File: src/rtl/tpre_pkg.sv
package tpre_pkg;
  localparam int TRIM_W  = 7;
  localparam int MAG_W   = TRIM_W - 1;
  localparam int STEP    = 2;
  localparam int MAX_ADJ = ((1 << MAG_W) - 2) * STEP;

  // Signed pulse offset applied to a corrected second
  function automatic int trim_offset(input logic [TRIM_W-1:0] code);
    logic [MAG_W-1:0] inv;
    inv = ~code[MAG_W-1:0];
    if (code[MAG_W-1:1] == '0)
      return 0;
    else if (!code[TRIM_W-1])
      return (int'(code[MAG_W-1:0]) - 1) * STEP;
    else
      return -((int'(inv) + 1) * STEP);
  endfunction
endpackage

File: src/rtl/tpre_trim_reg.sv
module tpre_trim_reg
  import tpre_pkg::*;
#(
  parameter int OFF_W = 8
) (
  input  logic                    clk,
  input  logic                    rst_n,
  input  logic                    wr,
  input  logic [TRIM_W-1:0]       wdata,
  output logic signed [OFF_W-1:0] offset
);
  logic [TRIM_W-1:0] code_q;

  always_ff @(posedge clk) begin
    if (!rst_n)   code_q <= '0;
    else if (wr)  code_q <= wdata;
  end

  assign offset = OFF_W'(trim_offset(code_q));


  offset_even_chk: assert property (@(posedge clk) disable iff (!rst_n)
    offset[0] == 1'b0);

  offset_range_chk: assert property (@(posedge clk) disable iff (!rst_n)
    (int'(offset) <= MAX_ADJ) && (int'(offset) >= -MAX_ADJ));

  trim_load_chk: assert property (@(posedge clk) disable iff (!rst_n)
    wr |=> (code_q == $past(wdata)));
endmodule

File: src/rtl/tpre_adj_window.sv
module tpre_adj_window #(
  parameter int SLOTS     = 3,
  parameter int TENS_STEP = 2
) (
  input  logic       clk,
  input  logic       rst_n,
  input  logic [7:0] sec_bcd,
  output logic       hit
);
  logic [SLOTS-1:0] slot_hit;

  for (genvar i = 0; i < SLOTS; i++) begin : g_slot
    localparam logic [3:0] TENS = 4'(i * TENS_STEP);
    assign slot_hit[i] = (sec_bcd == {TENS, 4'h0});
  end

  assign hit = |slot_hit;


  window_units_chk: assert property (@(posedge clk) disable iff (!rst_n)
    hit |-> (sec_bcd[3:0] == 4'h0));

  window_onehot_chk: assert property (@(posedge clk) disable iff (!rst_n)
    $onehot0(slot_hit));
endmodule

File: src/rtl/tpre_counter.sv
module tpre_counter
  import tpre_pkg::*;
#(
  parameter int NOM_CYCLES = 32768,
  parameter int CNT_W      = 16
) (
  input  logic             clk,
  input  logic             rst_n,
  input  logic             osc_en,
  input  logic [CNT_W-1:0] term_next,
  output logic             tick
);
  logic [CNT_W-1:0] cnt;
  logic [CNT_W-1:0] term_q;
  logic [CNT_W-1:0] term_eff;
  logic             load_pend;
  logic             last_pulse;

  assign term_eff   = load_pend ? term_next : term_q;
  assign last_pulse = osc_en && (cnt == term_eff - CNT_W'(1));

  always_ff @(posedge clk) begin
    if (!rst_n) begin
      cnt       <= '0;
      term_q    <= CNT_W'(NOM_CYCLES);
      load_pend <= 1'b1;
      tick      <= 1'b0;
    end else begin
      tick <= last_pulse;
      if (load_pend) begin
        term_q    <= term_next;
        load_pend <= 1'b0;
      end
      if (last_pulse) begin
        cnt       <= '0;
        load_pend <= 1'b1;
      end else if (osc_en) begin
        cnt <= cnt + CNT_W'(1);
      end
    end
  end


  tick_single_chk: assert property (@(posedge clk) disable iff (!rst_n)
    tick |=> !tick);

  tick_restart_chk: assert property (@(posedge clk) disable iff (!rst_n)
    tick |-> (cnt == '0) && load_pend);

  term_hold_chk: assert property (@(posedge clk) disable iff (!rst_n)
    !load_pend |=> $stable(term_q));

  cnt_bound_chk: assert property (@(posedge clk) disable iff (!rst_n)
    !load_pend |-> (cnt < term_q));

  term_range_chk: assert property (@(posedge clk) disable iff (!rst_n)
    (int'(term_q) <= NOM_CYCLES + MAX_ADJ) && (int'(term_q) >= NOM_CYCLES - MAX_ADJ));
endmodule

File: src/rtl/trim_prescaler.sv
module trim_prescaler
  import tpre_pkg::*;
#(
  parameter int NOM_CYCLES = 32768,
  parameter int SLOTS      = 3,
  parameter int TENS_STEP  = 2
) (
  input  logic              clk,
  input  logic              rst_n,
  input  logic              osc_en,
  input  logic              trim_wr,
  input  logic [TRIM_W-1:0] trim_code,
  input  logic [7:0]        sec_bcd,
  output logic              sec_tick
);
  localparam int CNT_W = $clog2(NOM_CYCLES + MAX_ADJ + 1);
  localparam int OFF_W = $clog2(MAX_ADJ + 1) + 1;

  logic signed [OFF_W-1:0] offset;
  logic                    adj_hit;
  int                      term_i;
  logic [CNT_W-1:0]        term_next;

  tpre_trim_reg #(.OFF_W(OFF_W)) u_trim (
    .clk    (clk),
    .rst_n  (rst_n),
    .wr     (trim_wr),
    .wdata  (trim_code),
    .offset (offset)
  );

  tpre_adj_window #(.SLOTS(SLOTS), .TENS_STEP(TENS_STEP)) u_win (
    .clk     (clk),
    .rst_n   (rst_n),
    .sec_bcd (sec_bcd),
    .hit     (adj_hit)
  );

  always_comb begin
    term_i    = NOM_CYCLES + (adj_hit ? int'(offset) : 0);
    term_next = CNT_W'(term_i);
  end

  tpre_counter #(.NOM_CYCLES(NOM_CYCLES), .CNT_W(CNT_W)) u_cnt (
    .clk       (clk),
    .rst_n     (rst_n),
    .osc_en    (osc_en),
    .term_next (term_next),
    .tick      (sec_tick)
  );


  tick_needs_osc_chk: assert property (@(posedge clk) disable iff (!rst_n)
    sec_tick |-> $past(osc_en));

  no_adj_outside_chk: assert property (@(posedge clk) disable iff (!rst_n)
    !adj_hit |-> (term_next == CNT_W'(NOM_CYCLES)));
endmodule

File: config.mk
export PLATFORM = sky130hd
export DESIGN_NAME = trim_prescaler
export DESIGN_NICKNAME = d
export VERILOG_FILES = /design/src/rtl/tpre_pkg.sv /design/src/rtl/tpre_trim_reg.sv /design/src/rtl/tpre_adj_window.sv /design/src/rtl/tpre_counter.sv /design/src/rtl/trim_prescaler.sv
export SDC_FILE = /design/constraint.sdc
export NUM_CORES = 1
export LEC_CHECK = 0
export BUFFER_PORTS_ARGS = -buffer_cell sky130_fd_sc_hd__buf_2
export CORE_ASPECT_RATIO = 0.75
export CORE_MARGIN = 2
export CORE_UTILIZATION = 59
export CTS_CLUSTER_SIZE = 10
export DETAILED_ROUTE_END_ITERATION = 6
export GPL_ROUTABILITY_DRIVEN = 1
export PLACE_DENSITY = 0.82
export SYNTH_ARGS = -nofsm -noshare
export SYNTH_HDL_FRONTEND = slang
export SYNTH_SLANG_ARGS = --single-unit
File: constraint.sdc
create_clock -name clk -period 9.2 [get_ports clk]
set_clock_uncertainty 0.15 [all_clocks]
set_input_delay 0.92 -clock clk [delete_from_list [all_inputs] [get_ports clk]]
set_output_delay 0.92 -clock clk [all_outputs]
set_load 0.01 [all_outputs]
==> results.yml <==
outcome:
  status: "completed"
yosys:
  yosys.area.top_type_share: 0.261
  syn-num-nets: 431
  ys_seq_area_frac: 0.261
  synth_ff_type: "dfxtp_1"
  synth_cell_type_count: 67
  synth_edf_count: 0
  synth_area_leader_cell: "dfxtp_1"
  yosysWarnings: 0
  yosys_register_bits: 41
  synthTopCellsByArea: "dfxtp_1 (26%), xnor2_1 (7.2%), nor2_1 (5.0%), nand2_1 (4.8%), nor2b_1 (4.2%)"
  syn_inst: 409
  synthArstFlopShare: 0
  syn_avg_cell_area_sq_um: 7.69
  syn_area_sq_um: 3150
drt:
  remaining_drc_errors: 0
  ant_nets: 0
  drt-initial-drc-count: 457
  drt_first_pass_iters: 7
  vias: 3066
  via_per_inst: 6.39
  drt_wl_total_microns: 7940
  wire_per_inst_microns: 16.5
critical_path:
  worstPathMaxFanout: 18
  r2r_start: "u_trim.code_q[2]"
  crit_arrival_ps: 5240
  rr_worst_depth: 13
  start_kind: "flop"
  startpoint: "u_trim.code_q[2]"
  r2r_slack_ps: 4050
  required_ps: 9290
  reg2reg_to: "u_cnt.tick"
  path_class: "reg -> reg"
  crit_path_end_kind: "flop"
  endpoint: "u_cnt.tick"
placement:
  gp_congestion: 0.995
  dp_cells: 472
  dp_hpwl_microns: 5640
  io_buffers: 19
  place_ws_ps: 4160
cells_and_area:
  fin_cells: 480
  syn_to_final_growth_pct: 5.84
  fin_nets: 429
  diodes: 0
  drive_above_1_share: 0.110
clock_network:
  clock-root-buffer: "clkbuf_8"
  cts_tree: "built"
  ctsHoldBuffers: 0
  h-tree-depth: 2
  post-cts-setup-buffer-count: 0
  postCtsResizedCells: 0
  clk_latency_ps: 300
  cts_made_buffers: 5
  cts_sinks: 41
  clock_path_buffers: 2
  clk_pin_slew_ps: 90
run:
  maxCapViolations: 0
sta:
  setup-violations-final: 0
  rsz0062_at_grt: "no"
  final.period_utilization: 0.559
  slew_viol_final: 0
  layout_setup_ws_ps: 4050
  hold_ws_ps: 405
  tightest_slew_ps: 1170
  fmax_mhz: 194
  post-route-min-period_ps: 5150
  setup_tns_ps: 0
  hold_viol_final: 0
  max_slew_margin: 0.218
grt:
  grt_max_degree: 42
  grt_pass1_wl_microns: 13300
  grt_overflow: 0
  grt.total_usage: 0.283
  antenna_found_initial: 0
  grt_pass1_vias: 2726
pwr:
  power_density_nw_per_um2: 118
  power.leakage_nw: 1.29
  p_total_w: 0.000393
  peakVddDrop_mv: 0.108
die:
  start_util: 0.628
  io_pins: 20
  die_h_microns: 67.2
  fp.dieW_microns: 88.3
  rows: 22
  die_area_sq_um: 5940
  core_sq_um: 5010
worst_hold_path:
  min_path_type: "reg -> reg"
power by group:
part | internal, W | leakage [nW] | total, W | switching, W
clock | 0.0000816 | 0.0554 | 0.000150 | 0.0000687
combinational | 0.0000244 | 0.904 | 0.0000545 | 0.0000301
sequential | 0.000180 | 0.332 | 0.000188 | 0.00000763
layout make-up:
type                       instances  area (sq um)
sequential                        41           821
multi-input combinational        330          2170
tap                               72          90.1
clock buffer                       6          72.6
clock inverter                     2          38.8
inverter                           9          33.8
timing repair buffer              20           103
fill                             457          1680
critical path: stages (launching register included):
cell and delay [ps]:
dfxtp_1 470, or4_1 630, o2111ai_1 730, nor2_1 70
a21oi_1 210, ha_1 270, o21ai_0 160, o21bai_1 200
a311o_1 350, or4_4 430, o21ai_0 190, nand3_1 140
nor4_4 850, and2_1 220
placed cells by master, fill, tap and decap left out, drive strengths merged, types with 11 or more instances in the layout:
cell type	count
a21oi	18
buf	20
dfxtp	41
nand2	40
nor2b	21
xnor2	26
o21ai	21
nand2b	11
nor2	42
mux2i	12
stage by stage:
| step | instance area [sq um] | util |
|---|---|---|
| 2_1_floorplan | 3150 | - |
| 3_3_place_gp | 3220 | 0.643 |
| 3_5_place_dp | 3220 | 0.643 |
| 4_1_cts | 3330 | 0.665 |
| 5_1_grt | 3330 | 0.665 |
| 6_report | 3330 | 0.665 |
synthesized netlist by cell type, types with 4 or more instances:
library cell / number
xor2_1: 8
o21a_1: 4
dfxtp_1: 41
buf_2: 4
o211ai_1: 7
o31ai_1: 6
a21oi_1: 18
and3_1: 5
or3_1: 4
nand3_1: 4
xnor2_1: 26
inv_1: 8
nand2b_1: 11
clkbuf_1: 22
nor2_1: 42
o21ai_0: 21
or4_1: 4
or2_2: 4
and2_1: 4
nor3b_1: 4
mux2i_1: 12
a21boi_0: 4
nand2_1: 40
nor3_1: 9
nor2b_1: 21
nand4_1: 9
metal layers:
metal  share of wire  global-route usage
met1            0.49               0.433
met3            0.10              0.0844
met4          0.0079              0.0625
met5               0                   0
met2            0.40               0.386
sequential cells by signal, summed over array words and instances (netlist names):
name and count:
u_trim.code_q 7, u_cnt.load_pend 1, u_cnt.tick 1, u_cnt.cnt 16
u_cnt.term_q 16
worst min-delay path by stage:
stage                                from              end  slack, ps  cells past startpoint
after detailed placement  u_cnt.term_q[0]  u_cnt.term_q[0]        390                      1
after CTS                 u_cnt.term_q[0]  u_cnt.term_q[0]        400                      1
after floorplan           u_cnt.term_q[0]  u_cnt.term_q[0]        360                      1
final                     u_cnt.term_q[0]  u_cnt.term_q[0]        410                      1
after global routing      u_cnt.term_q[0]  u_cnt.term_q[0]        440                      1
after global placement    u_cnt.term_q[0]  u_cnt.term_q[0]        380                      1
kinds of logic (layout without fill, tap and decap cells):
family / Yosys count / in the layout / synth area share
AND/OR/NAND/NOR: 178 / 178 / 0.301
buffers and inverters: 38 / 37 / 0.0505
XOR/XNOR: 36 / 36 / 0.109
flip-flops: 41 / 41 / 0.261
AO/OA/AOI/OAI: 100 / 100 / 0.225
adder cells (fa/ha/maj): 3 / 3 / 0.0119
multiplexers: 13 / 13 / 0.0418
(Power assumes the default switching activity.)
